File: config.mk
export PLATFORM = sky130hd
export DESIGN_NAME = tap_gated_top
export DESIGN_NICKNAME = d
export VERILOG_FILES = /design/src/rtl/jtag_tap_pkg.sv /design/src/rtl/tap_fsm.sv /design/src/rtl/tap_ir.sv /design/src/rtl/tap_const_dr.sv /design/src/rtl/tap_bsr.sv /design/src/rtl/tap_gated_top.sv
export SDC_FILE = /design/constraint.sdc
export NUM_CORES = 1
export LEC_CHECK = 0
export BUFFER_PORTS_ARGS = -buffer_cell sky130_fd_sc_hd__clkbuf_2
export CORE_MARGIN = 5
export CORE_UTILIZATION = 43
export DETAILED_ROUTE_END_ITERATION = 16
export GPL_ROUTABILITY_DRIVEN = 0
export HOLD_SLACK_MARGIN = 0.15
export PLACE_DENSITY_LB_ADDON = 0.08
export SYNTH_ARGS = -nofsm -noshare
export SYNTH_HDL_FRONTEND = slang
export SYNTH_HIERARCHICAL = 1
export SYNTH_SLANG_ARGS = --single-unit
File: constraint.sdc
create_clock -name tck -period 5.59 [get_ports tck]
set_input_delay 0.2795 -clock tck [delete_from_list [all_inputs] [get_ports tck]]
set_output_delay 0.2795 -clock tck [all_outputs]
set_load 0.01 [all_outputs]
File: src/rtl/jtag_tap_pkg.sv
package jtag_tap_pkg;

  typedef enum logic [3:0] {
    TS_EXIT2_DR = 4'h0,
    TS_EXIT1_DR = 4'h1,
    TS_SHIFT_DR = 4'h2,
    TS_PAUSE_DR = 4'h3,
    TS_SEL_IR   = 4'h4,
    TS_UPD_DR   = 4'h5,
    TS_CAP_DR   = 4'h6,
    TS_SEL_DR   = 4'h7,
    TS_EXIT2_IR = 4'h8,
    TS_EXIT1_IR = 4'h9,
    TS_SHIFT_IR = 4'hA,
    TS_PAUSE_IR = 4'hB,
    TS_IDLE     = 4'hC,
    TS_UPD_IR   = 4'hD,
    TS_CAP_IR   = 4'hE,
    TS_RESET    = 4'hF
  } tap_state_e;

  localparam int unsigned IR_W = 5;

  localparam logic [IR_W-1:0] OP_EXTEST   = 5'h00;
  localparam logic [IR_W-1:0] OP_SAMPLE   = 5'h01;
  localparam logic [IR_W-1:0] OP_USER1    = 5'h02;
  localparam logic [IR_W-1:0] OP_USER2    = 5'h03;
  localparam logic [IR_W-1:0] OP_INTEST   = 5'h07;
  localparam logic [IR_W-1:0] OP_USERCODE = 5'h08;
  localparam logic [IR_W-1:0] OP_IDCODE   = 5'h09;
  localparam logic [IR_W-1:0] OP_HIGHZ    = 5'h0A;
  localparam logic [IR_W-1:0] OP_BYPASS   = 5'h1F;
  localparam logic [IR_W-1:0] IR_CAPTURE  = 5'h01;

  typedef enum logic [2:0] {
    DR_BYPASS,
    DR_IDCODE,
    DR_USERCODE,
    DR_BOUNDARY,
    DR_USER1,
    DR_USER2
  } dr_sel_e;

  typedef struct packed {
    dr_sel_e dr;
    logic    extest;
    logic    intest;
    logic    highz;
    logic    bsr_upd_en;
  } ir_dec_t;

endpackage

File: src/rtl/tap_fsm.sv
module tap_fsm
  import jtag_tap_pkg::*;
(
  input  logic       tck,
  input  logic       rst_n,
  input  logic       tms,
  output tap_state_e state
);

  tap_state_e state_d;

  always_comb begin
    state_d = state;
    case (state)
      TS_RESET:    state_d = tms ? TS_RESET    : TS_IDLE;
      TS_IDLE:     state_d = tms ? TS_SEL_DR   : TS_IDLE;
      TS_SEL_DR:   state_d = tms ? TS_SEL_IR   : TS_CAP_DR;
      TS_CAP_DR:   state_d = tms ? TS_EXIT1_DR : TS_SHIFT_DR;
      TS_SHIFT_DR: state_d = tms ? TS_EXIT1_DR : TS_SHIFT_DR;
      TS_EXIT1_DR: state_d = tms ? TS_UPD_DR   : TS_PAUSE_DR;
      TS_PAUSE_DR: state_d = tms ? TS_EXIT2_DR : TS_PAUSE_DR;
      TS_EXIT2_DR: state_d = tms ? TS_UPD_DR   : TS_SHIFT_DR;
      TS_UPD_DR:   state_d = tms ? TS_SEL_DR   : TS_IDLE;
      TS_SEL_IR:   state_d = tms ? TS_RESET    : TS_CAP_IR;
      TS_CAP_IR:   state_d = tms ? TS_EXIT1_IR : TS_SHIFT_IR;
      TS_SHIFT_IR: state_d = tms ? TS_EXIT1_IR : TS_SHIFT_IR;
      TS_EXIT1_IR: state_d = tms ? TS_UPD_IR   : TS_PAUSE_IR;
      TS_PAUSE_IR: state_d = tms ? TS_EXIT2_IR : TS_PAUSE_IR;
      TS_EXIT2_IR: state_d = tms ? TS_UPD_IR   : TS_SHIFT_IR;
      TS_UPD_IR:   state_d = tms ? TS_SEL_DR   : TS_IDLE;
      default:     state_d = TS_RESET;
    endcase
  end

  always_ff @(posedge tck or negedge rst_n) begin
    if (!rst_n) state <= TS_RESET;
    else        state <= state_d;
  end

  // five TMS-high edges in a row always end in Test-Logic-Reset
  a_r1_five_ones_reset: assert property (@(posedge tck) disable iff (!rst_n)
    (tms && $past(tms, 1) && $past(tms, 2) && $past(tms, 3) && $past(tms, 4))
      |=> (state == TS_RESET));

endmodule

File: src/rtl/tap_ir.sv
module tap_ir
  import jtag_tap_pkg::*;
(
  input  logic       tck,
  input  logic       rst_n,
  input  logic       tdi,
  input  tap_state_e state,
  input  logic       cfg_done,
  output ir_dec_t    dec,
  output logic       ir_tdo
);

  logic [IR_W-1:0] ir_sr;
  logic [IR_W-1:0] ir_sr_d;
  logic [IR_W-1:0] ir_q;
  logic [IR_W-1:0] ir_q_d;
  logic            sr_en;
  logic            ir_en;

  always_comb begin
    sr_en   = 1'b0;
    ir_sr_d = ir_sr;
    if (state == TS_CAP_IR) begin
      sr_en   = 1'b1;
      ir_sr_d = IR_CAPTURE;
    end else if (state == TS_SHIFT_IR) begin
      sr_en   = 1'b1;
      ir_sr_d = {tdi, ir_sr[IR_W-1:1]};
    end
  end

  always_comb begin
    ir_en  = 1'b0;
    ir_q_d = ir_q;
    if (state == TS_RESET) begin
      ir_en  = 1'b1;
      ir_q_d = OP_IDCODE;
    end else if (state == TS_UPD_IR) begin
      ir_en  = 1'b1;
      ir_q_d = ir_sr;
    end
  end

  always_ff @(posedge tck or negedge rst_n) begin
    if (!rst_n)     ir_sr <= IR_CAPTURE;
    else if (sr_en) ir_sr <= ir_sr_d;
  end

  always_ff @(posedge tck or negedge rst_n) begin
    if (!rst_n)     ir_q <= OP_IDCODE;
    else if (ir_en) ir_q <= ir_q_d;
  end

  assign ir_tdo = ir_sr[0];

  // Decode, with the two user opcodes refused until configuration is done
  always_comb begin
    dec.dr         = DR_BYPASS;
    dec.extest     = 1'b0;
    dec.intest     = 1'b0;
    dec.highz      = 1'b0;
    dec.bsr_upd_en = 1'b0;
    case (ir_q)
      OP_EXTEST: begin
        dec.dr         = DR_BOUNDARY;
        dec.extest     = 1'b1;
        dec.bsr_upd_en = 1'b1;
      end
      OP_SAMPLE: begin
        dec.dr         = DR_BOUNDARY;
        dec.bsr_upd_en = 1'b1;
      end
      OP_INTEST: begin
        dec.dr         = DR_BOUNDARY;
        dec.intest     = 1'b1;
        dec.bsr_upd_en = 1'b1;
      end
      OP_IDCODE:   dec.dr = DR_IDCODE;
      OP_USERCODE: dec.dr = DR_USERCODE;
      OP_HIGHZ:    dec.highz = 1'b1;
      OP_USER1:    if (cfg_done) dec.dr = DR_USER1;
      OP_USER2:    if (cfg_done) dec.dr = DR_USER2;
      default:     dec.dr = DR_BYPASS;
    endcase
  end

  // Capture-IR leaves the fixed pattern in the shift stage
  a_r3_capture_pattern: assert property (@(posedge tck) disable iff (!rst_n)
    (state == TS_CAP_IR) |=> (ir_sr == IR_CAPTURE));

  // the active instruction moves only in Update-IR or Test-Logic-Reset
  a_r3_ir_hold: assert property (@(posedge tck) disable iff (!rst_n)
    !(state == TS_UPD_IR || state == TS_RESET) |=> $stable(ir_q));

  // Test-Logic-Reset selects the identification instruction
  a_r2_reset_idcode: assert property (@(posedge tck) disable iff (!rst_n)
    (state == TS_RESET) |=> (ir_q == OP_IDCODE));

endmodule

File: src/rtl/tap_const_dr.sv
module tap_const_dr #(
  parameter int unsigned       W     = 32,
  parameter logic [W-1:0]      VALUE = '0
) (
  input  logic tck,
  input  logic rst_n,
  input  logic tdi,
  input  logic sel,
  input  logic capture,
  input  logic shift,
  output logic sr_tdo
);

  logic [W-1:0] sr_q;
  logic [W-1:0] sr_d;
  logic         sr_en;

  always_comb begin
    sr_en = 1'b0;
    sr_d  = sr_q;
    if (sel && capture) begin
      sr_en = 1'b1;
      sr_d  = VALUE;
    end else if (sel && shift) begin
      sr_en = 1'b1;
      sr_d  = {tdi, sr_q[W-1:1]};
    end
  end

  always_ff @(posedge tck or negedge rst_n) begin
    if (!rst_n)     sr_q <= '0;
    else if (sr_en) sr_q <= sr_d;
  end

  assign sr_tdo = sr_q[0];

endmodule

File: src/rtl/tap_bsr.sv
module tap_bsr
  import jtag_tap_pkg::*;
#(
  parameter int unsigned N_PADS = 4
) (
  input  logic              tck,
  input  logic              rst_n,
  input  logic              tdi,
  input  tap_state_e        state,
  input  ir_dec_t           dec,
  input  logic [N_PADS-1:0] pad_pin_in,
  input  logic [N_PADS-1:0] core_out,
  input  logic [N_PADS-1:0] core_oe,
  output logic [N_PADS-1:0] core_in,
  output logic [N_PADS-1:0] pad_out,
  output logic [N_PADS-1:0] pad_oe,
  output logic              bsr_tdo
);

  localparam int unsigned CELL_W = 3;
  localparam int unsigned BSR_W  = CELL_W * N_PADS;
  localparam int unsigned B_IN   = 0;
  localparam int unsigned B_OUT  = 1;
  localparam int unsigned B_OE   = 2;

  logic [BSR_W-1:0] cap_vec;
  logic [BSR_W-1:0] sr_q;
  logic [BSR_W-1:0] sr_d;
  logic [BSR_W-1:0] upd_q;
  logic             sr_en;
  logic             upd_en;
  logic             sel;

  assign sel = (dec.dr == DR_BOUNDARY);

  for (genvar i = 0; i < N_PADS; i++) begin : g_cell
    assign cap_vec[CELL_W*i + B_IN]  = pad_pin_in[i];
    assign cap_vec[CELL_W*i + B_OUT] = core_out[i];
    assign cap_vec[CELL_W*i + B_OE]  = core_oe[i];

    assign pad_out[i] = dec.extest ? upd_q[CELL_W*i + B_OUT] : core_out[i];
    assign pad_oe[i]  = dec.highz  ? 1'b0
                      : dec.extest ? upd_q[CELL_W*i + B_OE] : core_oe[i];
    assign core_in[i] = dec.intest ? upd_q[CELL_W*i + B_IN] : pad_pin_in[i];
  end

  always_comb begin
    sr_en = 1'b0;
    sr_d  = sr_q;
    if (sel && state == TS_CAP_DR) begin
      sr_en = 1'b1;
      sr_d  = cap_vec;
    end else if (sel && state == TS_SHIFT_DR) begin
      sr_en = 1'b1;
      sr_d  = {tdi, sr_q[BSR_W-1:1]};
    end
  end

  assign upd_en = dec.bsr_upd_en && (state == TS_UPD_DR);

  always_ff @(posedge tck or negedge rst_n) begin
    if (!rst_n)     sr_q <= '0;
    else if (sr_en) sr_q <= sr_d;
  end

  always_ff @(posedge tck or negedge rst_n) begin
    if (!rst_n)      upd_q <= '0;
    else if (upd_en) upd_q <= sr_q;
  end

  assign bsr_tdo = sr_q[0];

  // update latches hold outside Update-DR
  a_r10_latch_hold: assert property (@(posedge tck) disable iff (!rst_n)
    (state != TS_UPD_DR) |=> $stable(upd_q));

  // the shift stage keeps its contents when the boundary path is not selected
  a_r9_unselected_hold: assert property (@(posedge tck) disable iff (!rst_n)
    !sel |=> $stable(sr_q));

endmodule

File: src/rtl/tap_gated_top.sv
module tap_gated_top
  import jtag_tap_pkg::*;
#(
  parameter int unsigned N_PADS       = 4,
  parameter logic [31:0] IDCODE_VAL   = 32'h1A5C_3E07,
  parameter logic [31:0] USERCODE_VAL = 32'hC0DE_0F15
) (
  input  logic              tck,
  input  logic              trst_n,
  input  logic              tms,
  input  logic              tdi,
  output logic              tdo,
  output logic              tdo_en,
  input  logic              cfg_done,
  input  logic [N_PADS-1:0] pad_pin_in,
  input  logic [N_PADS-1:0] core_out,
  input  logic [N_PADS-1:0] core_oe,
  output logic [N_PADS-1:0] core_in,
  output logic [N_PADS-1:0] pad_out,
  output logic [N_PADS-1:0] pad_oe,
  output logic [1:0]        usr_sel,
  output logic [1:0]        usr_capture,
  output logic [1:0]        usr_shift,
  output logic [1:0]        usr_update,
  input  logic [1:0]        usr_ret
);

  localparam int unsigned N_CONST = 2;
  localparam int unsigned CONST_W = 32;

  logic       rst_meta;
  logic       rst_n;
  tap_state_e state;
  ir_dec_t    dec;
  logic       ir_tdo;
  logic       bsr_tdo;
  logic       bypass_q;
  logic       bypass_d;
  logic       bypass_en;
  logic       cap_dr;
  logic       shift_dr;
  logic       upd_dr;
  logic [N_CONST-1:0] cdr_tdo;
  logic       dr_tdo;
  logic       tdo_d;
  logic       tdo_en_d;

  // Asynchronous assertion, release synchronised to tck
  always_ff @(posedge tck or negedge trst_n) begin
    if (!trst_n) begin
      rst_meta <= 1'b0;
      rst_n    <= 1'b0;
    end else begin
      rst_meta <= 1'b1;
      rst_n    <= rst_meta;
    end
  end

  tap_fsm u_fsm (
    .tck   (tck),
    .rst_n (rst_n),
    .tms   (tms),
    .state (state)
  );

  tap_ir u_ir (
    .tck      (tck),
    .rst_n    (rst_n),
    .tdi      (tdi),
    .state    (state),
    .cfg_done (cfg_done),
    .dec      (dec),
    .ir_tdo   (ir_tdo)
  );

  tap_bsr #(.N_PADS(N_PADS)) u_bsr (
    .tck        (tck),
    .rst_n      (rst_n),
    .tdi        (tdi),
    .state      (state),
    .dec        (dec),
    .pad_pin_in (pad_pin_in),
    .core_out   (core_out),
    .core_oe    (core_oe),
    .core_in    (core_in),
    .pad_out    (pad_out),
    .pad_oe     (pad_oe),
    .bsr_tdo    (bsr_tdo)
  );

  assign cap_dr   = (state == TS_CAP_DR);
  assign shift_dr = (state == TS_SHIFT_DR);
  assign upd_dr   = (state == TS_UPD_DR);

  for (genvar g = 0; g < N_CONST; g++) begin : g_const
    localparam logic [CONST_W-1:0] CVAL = (g == 0) ? IDCODE_VAL : USERCODE_VAL;
    logic csel;
    assign csel = (g == 0) ? (dec.dr == DR_IDCODE) : (dec.dr == DR_USERCODE);
    tap_const_dr #(.W(CONST_W), .VALUE(CVAL)) u_cdr (
      .tck     (tck),
      .rst_n   (rst_n),
      .tdi     (tdi),
      .sel     (csel),
      .capture (cap_dr),
      .shift   (shift_dr),
      .sr_tdo  (cdr_tdo[g])
    );
  end

  // One-stage bypass path
  always_comb begin
    bypass_en = 1'b0;
    bypass_d  = bypass_q;
    if (dec.dr == DR_BYPASS && cap_dr) begin
      bypass_en = 1'b1;
      bypass_d  = 1'b0;
    end else if (dec.dr == DR_BYPASS && shift_dr) begin
      bypass_en = 1'b1;
      bypass_d  = tdi;
    end
  end

  always_ff @(posedge tck or negedge rst_n) begin
    if (!rst_n)         bypass_q <= 1'b0;
    else if (bypass_en) bypass_q <= bypass_d;
  end

  // User chain strobes
  assign usr_sel[0] = (dec.dr == DR_USER1);
  assign usr_sel[1] = (dec.dr == DR_USER2);
  for (genvar k = 0; k < 2; k++) begin : g_user
    assign usr_capture[k] = usr_sel[k] && cap_dr;
    assign usr_shift[k]   = usr_sel[k] && shift_dr;
    assign usr_update[k]  = usr_sel[k] && upd_dr;
  end

  // Serial output selection, registered on falling tck
  always_comb begin
    case (dec.dr)
      DR_IDCODE:   dr_tdo = cdr_tdo[0];
      DR_USERCODE: dr_tdo = cdr_tdo[1];
      DR_BOUNDARY: dr_tdo = bsr_tdo;
      DR_USER1:    dr_tdo = usr_ret[0];
      DR_USER2:    dr_tdo = usr_ret[1];
      default:     dr_tdo = bypass_q;
    endcase
    tdo_d    = (state == TS_SHIFT_IR) ? ir_tdo : dr_tdo;
    tdo_en_d = (state == TS_SHIFT_IR) || (state == TS_SHIFT_DR);
  end

  always_ff @(negedge tck or negedge rst_n) begin
    if (!rst_n) begin
      tdo    <= 1'b0;
      tdo_en <= 1'b0;
    end else begin
      tdo    <= tdo_d;
      tdo_en <= tdo_en_d;
    end
  end

  // no user select while configuration is incomplete
  a_r7_gate_closed: assert property (@(posedge tck) disable iff (!rst_n)
    !cfg_done |-> (usr_sel == 2'b00));

  // at most one user chain is selected
  a_r8_one_chain: assert property (@(posedge tck) disable iff (!rst_n)
    $onehot0(usr_sel));

  // HIGHZ leaves no pad enabled
  a_r12_highz_off: assert property (@(posedge tck) disable iff (!rst_n)
    dec.highz |-> (pad_oe == '0));

  // the output driver is on only while a shift state was active
  a_r13_tdo_en_shift: assert property (@(posedge tck) disable iff (!rst_n)
    tdo_en |-> (state == TS_SHIFT_DR || state == TS_SHIFT_IR));

endmodule

Yosys cells after proc, flatten, opt, wreduce, memory -nomap -nowiden --
Cells that the tools add are included. W data, S select, Z words.
Word-level totals: flip-flop bits (word level) 107, latch bits 0, memory bits (writable) 0, memory bits (read-only) 0, input bits 19, output and inout bits 22, word-level logic and storage cells 136, memories kept 0
Operators by class: add/subtract/negate cells 0, $mul 0, div/mod/pow operators 0, magnitude comparators 0, equal/unequal tests 27, shifts and indexed selects 0, multiplexer cells 62, bitwise logic cells 0, reductions and logical operators 35
Operators by type and width (count):
- $mux W32 | 4
- $pmux W4 S12 | 1
- $mux W1 | 36
- $eq A4 B4 Y1 const B | 8
- $mux W12 | 2
- $mux W5 | 4
- $mux W3 | 6
- $eq A4 B3 Y1 const B | 4
- $eq A5 B4 Y1 const B | 3
- $logic_and A1 B1 Y1 | 15
- $pmux W3 S5 | 1
- $mux W2 | 6
- $reduce_and A2 Y1 | 6
- $reduce_bool A2 Y1 | 6
- $eq A5 B2 Y1 const B | 2
- $eq A4 B2 Y1 const B | 2
- $eq A3 B2 Y1 const B | 2
- $eq A3 B3 Y1 const B | 2
- $reduce_or A3 Y1 | 2
- $eq A5 B1 Y1 const B | 1
- $eq A5 B3 Y1 const B | 1
- $logic_not A5 Y1 | 1
- $pmux W1 S5 | 1
- $eq A4 B1 Y1 const B | 1
- 6 further kinds | 7

Logic depth before layout (Yosys ltp) --
Gate-level depths: netlist of run 1.
depth after elaboration 8, mapped depth 9, mapped depth without buffers 6

Modules after synthesis --
Netlist of run 1, hierarchy kept.
Modules (own cells, without submodules):
- tap_const_dr (g_const[1].u_cdr) | instances 1, cells an instance 163, area each 1732.9 sq um
- tap_const_dr (g_const[0].u_cdr) | instances 1, cells an instance 163, area each 1717.9 sq um
- tap_bsr | instances 1, cells an instance 84, area each 1286.2 sq um
- tap_ir | instances 1, cells an instance 55, area each 589.3 sq um
- tap_gated_top | instances 1, cells an instance 43, area each 370.4 sq um
- tap_fsm | instances 1, cells an instance 19, area each 197.7 sq um

==> Flow_metrics.wiki, run 1 <==
{| class="wikitable"
! Metric !! Value
|-
| Routed vias || ~4000
|-
| Critical Path Source || u_ir/ir_q[4]$_DFFE_PN0P_
|-
| Switching power share of the total || 0.365
|-
| WP buf/inv || 1
|-
| Remaining number of nets flagged by the antenna check after routing || 0
|-
| Largest net degree at the start of global routing || 70
|-
| Fraction of registers with async set/reset || 1.00
|-
| Critical path fanouts, max || 10
|-
| Data required time at the worst endpoint || slightly below 3 ns
|-
| Routed metal-1 wire length || 5730 µm
|-
| Final wirelength || roughly 11000 µm
|-
| Top Family by Delay on Critical Path || compound AO/OA/AOI/OAI gates
|-
| Area of the core region || roughly 13000 µm²
|-
| Clock Pin Slew Worst Setup and Hold Paths || roughly 0.07 ns
|-
| Startpoint of the tightest hold check path || tms
|-
| Crit path to || tdo$_DFF_NN0_
|-
| Post-Synthesis Net Count || 546
|-
| Reg power frac || 0.373
|-
| Detailed-route DRC error count || 0
|-
| Clock Path Buffers || 2
|-
| Vias in the first global route || ~3800
|-
| Post-Route Utilization || 0.480
|-
| Post-synthesis instance area || 5890 µm²
|-
| Die X || between 100 and 150 µm
|-
| Global-route wire length before repair || around 20000 µm
|-
| Mean instance size in the synthesized netlist || ~11 µm²
|-
| Clock tree from TritonCTS || yes
|-
| Post-synth top flop || sky130_fd_sc_hd__dfrtp_1
|-
| Post-synth cell types || 60
|-
| Skew final || around 0.0092 ns
|-
| Count of TritonRoute iterations in the first routing pass || 4
|-
| Setup slack of the most critical reg-to-reg path || 0.57 ns
|-
| Iter 0 DRT Violations || ~190
|-
| Worst-Skew Late Latency || ~0.35 ns
|-
| Top routing layer in use || met4
|-
| DIE AREA || roughly 16000 µm²
|-
| Final #Nets || between 500 and 600
|-
| Met2 Routed Length || 5310 µm
|-
| Commonest cells after routing, fill and taps aside || 97 x sky130_fd_sc_hd__dfrtp_1, 42 x sky130_fd_sc_hd__mux2_2, 40 x sky130_fd_sc_hd__clkbuf_2
|-
| Worst min-delay path class || in -> reg
|-
| Syn. warnings || 6
|-
| Portion of total power attributed to combinational logic || 0.438
|-
| Overall routing resource usage || 0.148
|-
| Clock Sink Count || approximately 110
|-
| Setup TNS || 0 ns
|-
| Max-slew violation count || 0
|-
| Library cell used as clock root buffer || sky130_fd_sc_hd__clkbuf_16
|-
| Max IR drop VDD || 266 µV
|-
| Number of enable-type register cells in the synthesized netlist || 0
|-
| CP max stage delay || about 0.59 ns
|-
| Cell Pwr Density || 543 nW/µm²
|-
| Number of antenna cells inserted || 0
|-
| Signed area change from the synthesized netlist to the final layout || 8.79%
|-
| Clock network fraction of design power || 0.189
|-
| Fillers || roughly 1200
|-
| Antenna violations before repair || 0
|-
| Leading cell type in the layout, fill and taps excluded || sky130_fd_sc_hd__dfrtp_1
|-
| Finished Cell Area || 6410 µm²
|-
| Kind of end point of the critical path || flip-flop
|-
| Status || completed
|-
| Fraction of layout cells with a size suffix above 1 || 0.352
|-
| Port-buffer cells || 40
|-
| Final setup vio count || 0
|-
| Starting density of the core || 0.442
|-
| Instance area at placement || 6090 µm²
|-
| Endpoint of the most critical register-to-register path || tdo$_DFF_NN0_
|-
| Depth of the most critical reg-to-reg path || 6
|-
| DPL Wire Length || between 7000 and 8000 µm
|-
| Number of primary I/O pins || just over 40
|-
| Kind of start point of the critical path || flip-flop
|-
| Worst-Margin Slew || approximately 1 ns
|-
| Total power of the final layout || roughly 3.5 mW
|-
| Number of CTS-inserted buffers || 9
|-
| Internal Pwr Total || roughly 2.2 mW
|-
| Sequential cell area fraction in the yosys report || 0.456
|-
| Max_slew headroom || 0.328
|-
| Post-CTS setup repair buffer count || 0
|-
| Detail Route met3 WL || ~340 µm
|-
| Number of rows created at floorplan || 42
|-
| Switching component of the power || 1.27 mW
|-
| Via-to-Cell Ratio || ~5.5
|-
| Mapped Cells || between 500 and 600
|-
| Unrepaired setup endpoints after global routing || false
|-
| Cell with the largest stage delay on the worst path || sky130_fd_sc_hd__or4_4
|-
| Hold violation count in the final report || 0
|-
| Reg-to-Reg Start || u_ir/ir_q[4]$_DFFE_PN0P_
|-
| Crit Path Class || reg -> reg
|-
| WP depth || 6
|-
| Max-cap violation count || 0
|-
| Synthesis-stage register bit count || ~110
|-
| Leftover overflow at the end of global routing || 0
|-
| Depth of the CTS H-tree || 3
|-
| Arrival time reported for the critical path endpoint || ~2.4 ns
|-
| Chip height || roughly 130 µm
|-
| Pleak || around 3.1 nW
|-
| Average wire length per cell after detail routing || approximately 16 µm
|-
| CP Cell Sequence || or4_4, o211ai_2, inv_1, a21o_2, a221oi_1, o21ai_0
|}
[flip-flops by register name, indices dropped and copies added (netlist names)]
signal              flops
rst_meta                1
g_const.u_cdr/sr_q     64
bypass_q                1
u_ir/ir_q               5
u_fsm/state             4
tdo_en                  1
u_bsr/sr_q             12
rst_n                   1
u_ir/ir_sr              5
tdo                     1
u_bsr/upd_q            12
[power groups by stage]
stage / sequential, mW / combinational, mW / clock [mW]
final: 1.30 / 1.53 / 0.658
after global routing: 1.34 / 1.69 / 0.713
after CTS: 1.30 / 1.54 / 0.685
after detailed placement: 1.31 / 1.53 / 0
after global placement: 1.30 / 1.50 / 0
after floorplan: 1.22 / 1.40 / 0
[how the worst min path moves through the flow]
stage	endpoint	slack, ns	cells past startpoint
after floorplan	rst_meta$_DFF_PN0_	-0.02	0
after global placement	rst_meta$_DFF_PN0_	0.07	1
after detailed placement	rst_meta$_DFF_PN0_	0.07	1
after CTS	u_fsm/state[1]$_DFF_PN1_	0.19	2
after global routing	u_fsm/state[1]$_DFF_PN1_	0.22	2
final	u_fsm/state[1]$_DFF_PN1_	0.21	2
[synthesized netlist by cell type (all sizes together) (2+ instances only)]
cell | instances | area share
dfrtp | 98 | 0.42
mux2 | 52 | 0.11
inv | 39 | 0.025
nand3 | 37 | 0.031
nand2b | 36 | 0.039
buf | 35 | 0.046
o221ai | 34 | 0.072
or2 | 33 | 0.035
or3 | 31 | 0.033
o311a | 30 | 0.051
nor2 | 20 | 0.014
nor2b | 10 | 0.012
clkbuf | 7 | 0.0047
dfstp | 7 | 0.031
nor3 | 7 | 0.0087
mux2i | 5 | 0.0085
nand2 | 5 | 0.0040
nand3b | 4 | 0.0051
a21oi | 3 | 0.0025
a22o | 3 | 0.0047
o21ai | 3 | 0.0025
a31oi | 2 | 0.0021
dfrtn | 2 | 0.0085
nand4 | 2 | 0.0032
nand4bb | 2 | 0.0038
o211ai | 2 | 0.0034
[cells by family after synthesis]
kind of cell | count (synthesis) | share of synthesized area
AOI/OAI and AO/OA | 85 | 0.149
buffers and inverters | 81 | 0.0751
DFF | 107 | 0.456
muxes | 57 | 0.114
other | 1 | 0.000636
and+or+nand+nor | 196 | 0.205
[final cells by class]
cell class | instances | area (µm²) | area share
tap | 176 | 220 | 0.0343
clock buffer | 11 | 253 | 0.0394
sequential | 107 | 2690 | 0.420
multi-input combinational | 339 | 2780 | 0.434
timing repair buffer | 48 | 263 | 0.0410
inverter | 39 | 146 | 0.0228
clock inverter | 5 | 60.1 | 0.00937
[through the flow]
step	setup slack [ns]	hold slack [ns]	cells
final	0.572	0.211	725
after floorplan	0.753	-0.0161	527
after global placement	0.648	0.0658	708
after CTS	0.584	0.186	725
after detailed placement	0.601	0.0690	708
after global routing	0.404	0.216	725
[metal layers]
metal  GRT usage  vias up
li1            -     1945
met1       0.202     1964
met2       0.234       54
met3      0.0388        4
met4      0.0410        0
met5           0        -
[repair_timing]
action                                  in CTS  in global routing
endpoints found under the setup margin       0                  0
resized for setup                            0                  0
hold buffers                                 1                  0
hold endpoints to repair                     2                  0
(Power assumes the default switching activity.)
==> run 2: changes to the inputs <==
Clock period 5.59 ns to 6.41 ns, I/O delays scaled along.
==> run 2 against run 1 <==
Compared with the run above:
- combinational power down 13%
- clock power is 19% lower
- sequential power fell by 13%
- total power shrank 14%
- via count rose by 1.4%
- first-iteration DRC count up 61%
==> Flow_metrics.wiki, run 2 (synthesis gave the netlist of run 1 again) <==
{| class="wikitable"
! Metric !! Value
|-
| Status || completed
|-
| Hold Path Stages || 2
|-
| Registers with the highest flip-flop counts || g_const.u_cdr/sr_q (64), u_bsr/sr_q (12), u_bsr/upd_q (12)
|-
| Max-slew violation count || 0
|-
| Clock Pin Slew Worst Setup and Hold Paths || around 0.080 ns
|-
| Kind of end point of the critical path || flip-flop
|-
| Skew final || about 0.0076 ns
|-
| Flip-flop count of the largest register after layout || 64
|-
| DIE AREA || around 16000 µm²
|-
| Hold violation count in the final report || 0
|-
| Remaining number of nets flagged by the antenna check after routing || 0
|-
| Number of primary I/O pins || just over 40
|-
| Post-cts gate resize count || 0
|-
| Number of rows created at floorplan || 42
|-
| Post-placement worst setup slack || between 0.9 and 1 ns
|-
| Critical Path Source || u_ir/ir_q[0]$_DFFE_PN1P_
|-
| Detailed-route DRC error count || 0
|-
| Unrepaired setup endpoints after global routing || false
|-
| Largest net degree at the start of global routing || 81
|-
| Fraction of layout cells with a size suffix above 1 || 0.352
|-
| Area of the core region || around 13000 µm²
|-
| Number of antenna cells inserted || 0
|-
| Critical path fanouts, max || 8
|-
| Iter 0 DRT Violations || a little over 300
|-
| Kind of start point of the critical path || flip-flop
|-
| Cell Pwr Density || 470 nW/µm²
|-
| Depth of the CTS H-tree || 3
|-
| Final wirelength || around 12000 µm
|-
| Clock tree from TritonCTS || yes
|-
| Library cell used as clock root buffer || sky130_fd_sc_hd__clkbuf_16
|-
| Clock Path Buffers || 2
|-
| Number of CTS-inserted buffers || 9
|-
| Die X || 127 µm
|-
| Clock Sink Count || approximately 110
|-
| Via-to-Cell Ratio || 5.55
|-
| Setup TNS || 0 ns
|-
| Global-route wire length before repair || 20400 µm
|-
| Signed area change from the synthesized netlist to the final layout || 8.17%
|-
| Data required time at the worst endpoint || 3.39 ns
|-
| Commonest cells after routing, fill and taps aside || 97 x sky130_fd_sc_hd__dfrtp_1, 42 x sky130_fd_sc_hd__mux2_2, 40 x sky130_fd_sc_hd__clkbuf_2
|-
| Hold-fix buffers, CTS || 1
|-
| Vias in the first global route || around 4000
|-
| Port-buffer cells || 40
|-
| Worst path setup slack after routing || roughly 0.96 ns
|-
| Count of TritonRoute iterations in the first routing pass || 4
|-
| Worst-Skew Late Latency || between 0.3 and 0.4 ns
|-
| Max_slew headroom || 0.414
|-
| Chip height || between 100 and 150 µm
|-
| Total power of the final layout || around 3.0 mW
|-
| Depth of the most critical reg-to-reg path || 6
|-
| Leftover overflow at the end of global routing || 0
|-
| Routed vias || 4023
|-
| Max IR drop VDD || around 230 µV
|-
| Reg-to-Reg Start || u_ir/ir_q[0]$_DFFE_PN1P_
|-
| Arrival time reported for the critical path endpoint || between 2 and 2.5 ns
|-
| Max-cap violation count || 0
|-
| Leading cell type in the layout, fill and taps excluded || sky130_fd_sc_hd__dfrtp_1
|-
| Worst-Margin Slew || between 0.8 and 0.9 ns
|-
| Post-CTS setup repair buffer count || 0
|-
| Starting density of the core || 0.442
|-
| Startpoint of the tightest hold check path || tms
|-
| DPL Wire Length || between 7000 and 8000 µm
|-
| Overall routing resource usage || 0.152
|-
| Average wire length per cell after detail routing || about 16 µm
|-
| Final #Nets || approximately 560
|-
| Worst min-delay path class || in -> reg
|-
| Top reg by flops || g_const.u_cdr/sr_q
|-
| Final setup vio count || 0
|-
| Pleak || a little over 3 nW
|-
| Crit Path Class || reg -> reg
|-
| Antenna violations before repair || 0
|}
-- run 2: cell types whose count changed in the layout (fill, tap and decap cells not counted), sizes merged --
cell and change:
clkbuf -2, bufinv -1, inv +1, clkinv +1, clkinvlp +1
-- run 2: where the power goes --
| group | internal (mW) | switching [mW] | leakage (nW) |
|---|---|---|---|
| Sequential | 0.900 | 0.230 | 1.26 |
| Combinational | 0.703 | 0.631 | 1.69 |
| Clock | 0.266 | 0.264 | 0.132 |
| Total | 1.87 | 1.13 | 3.09 |
-- run 2: area by class of cell --
| cell class | instances | area (µm²) |
|---|---|---|
| fill | 1266 | 6970 |
| clock buffer | 9 | 225 |
| clock inverter | 7 | 51.3 |
| sequential | 107 | 2690 |
| multi-input combinational | 339 | 2780 |
| inverter | 39 | 146 |
| timing repair buffer | 48 | 263 |
| tap | 176 | 220 |
-- run 2: per-stage QoR --
stage | instance area, µm² | hold WS (ns) | util | std cells
2_1_floorplan | 5890 | 0.0249 | - | 527
3_3_place_gp | 6090 | 0.115 | 0.456 | 708
3_5_place_dp | 6090 | 0.116 | 0.456 | 708
4_1_cts | 6380 | 0.217 | 0.478 | 725
5_1_grt | 6380 | 0.231 | 0.478 | 725
6_report | 6380 | 0.232 | 0.478 | 725
-- run 2: path summary, 6_finish.rpt --
path                                            endpoint  slack, ns
worst max-delay path                       tdo$_DFF_NN0_       0.96
worst min-delay path            u_fsm/state[1]$_DFF_PN1_       0.23
worst max register to register             tdo$_DFF_NN0_       0.96
worst min register to register           rst_n$_DFF_PN0_       0.35
max in group asynchronous               tdo_en$_DFF_NN0_       2.38
min in group asynchronous                rst_n$_DFF_PN0_       0.28
-- run 2: worst max-delay path, cell delays in order (launching register included) --
cell                       delay (ns)
sky130_fd_sc_hd__dfstp_2         0.60
sky130_fd_sc_hd__or4b_1          0.48
sky130_fd_sc_hd__o211ai_2        0.21
sky130_fd_sc_hd__inv_1           0.16
sky130_fd_sc_hd__a21o_2          0.21
sky130_fd_sc_hd__a221oi_1        0.29
sky130_fd_sc_hd__o21ai_0         0.14
-- run 2: metal layers --
| layer | share of wire | GRT usage |
|---|---|---|
| met5 | 0 | 0 |
| met4 | 0.010 | 0.0379 |
| met2 | 0.46 | 0.240 |
| met3 | 0.027 | 0.0321 |
| met1 | 0.50 | 0.215 |
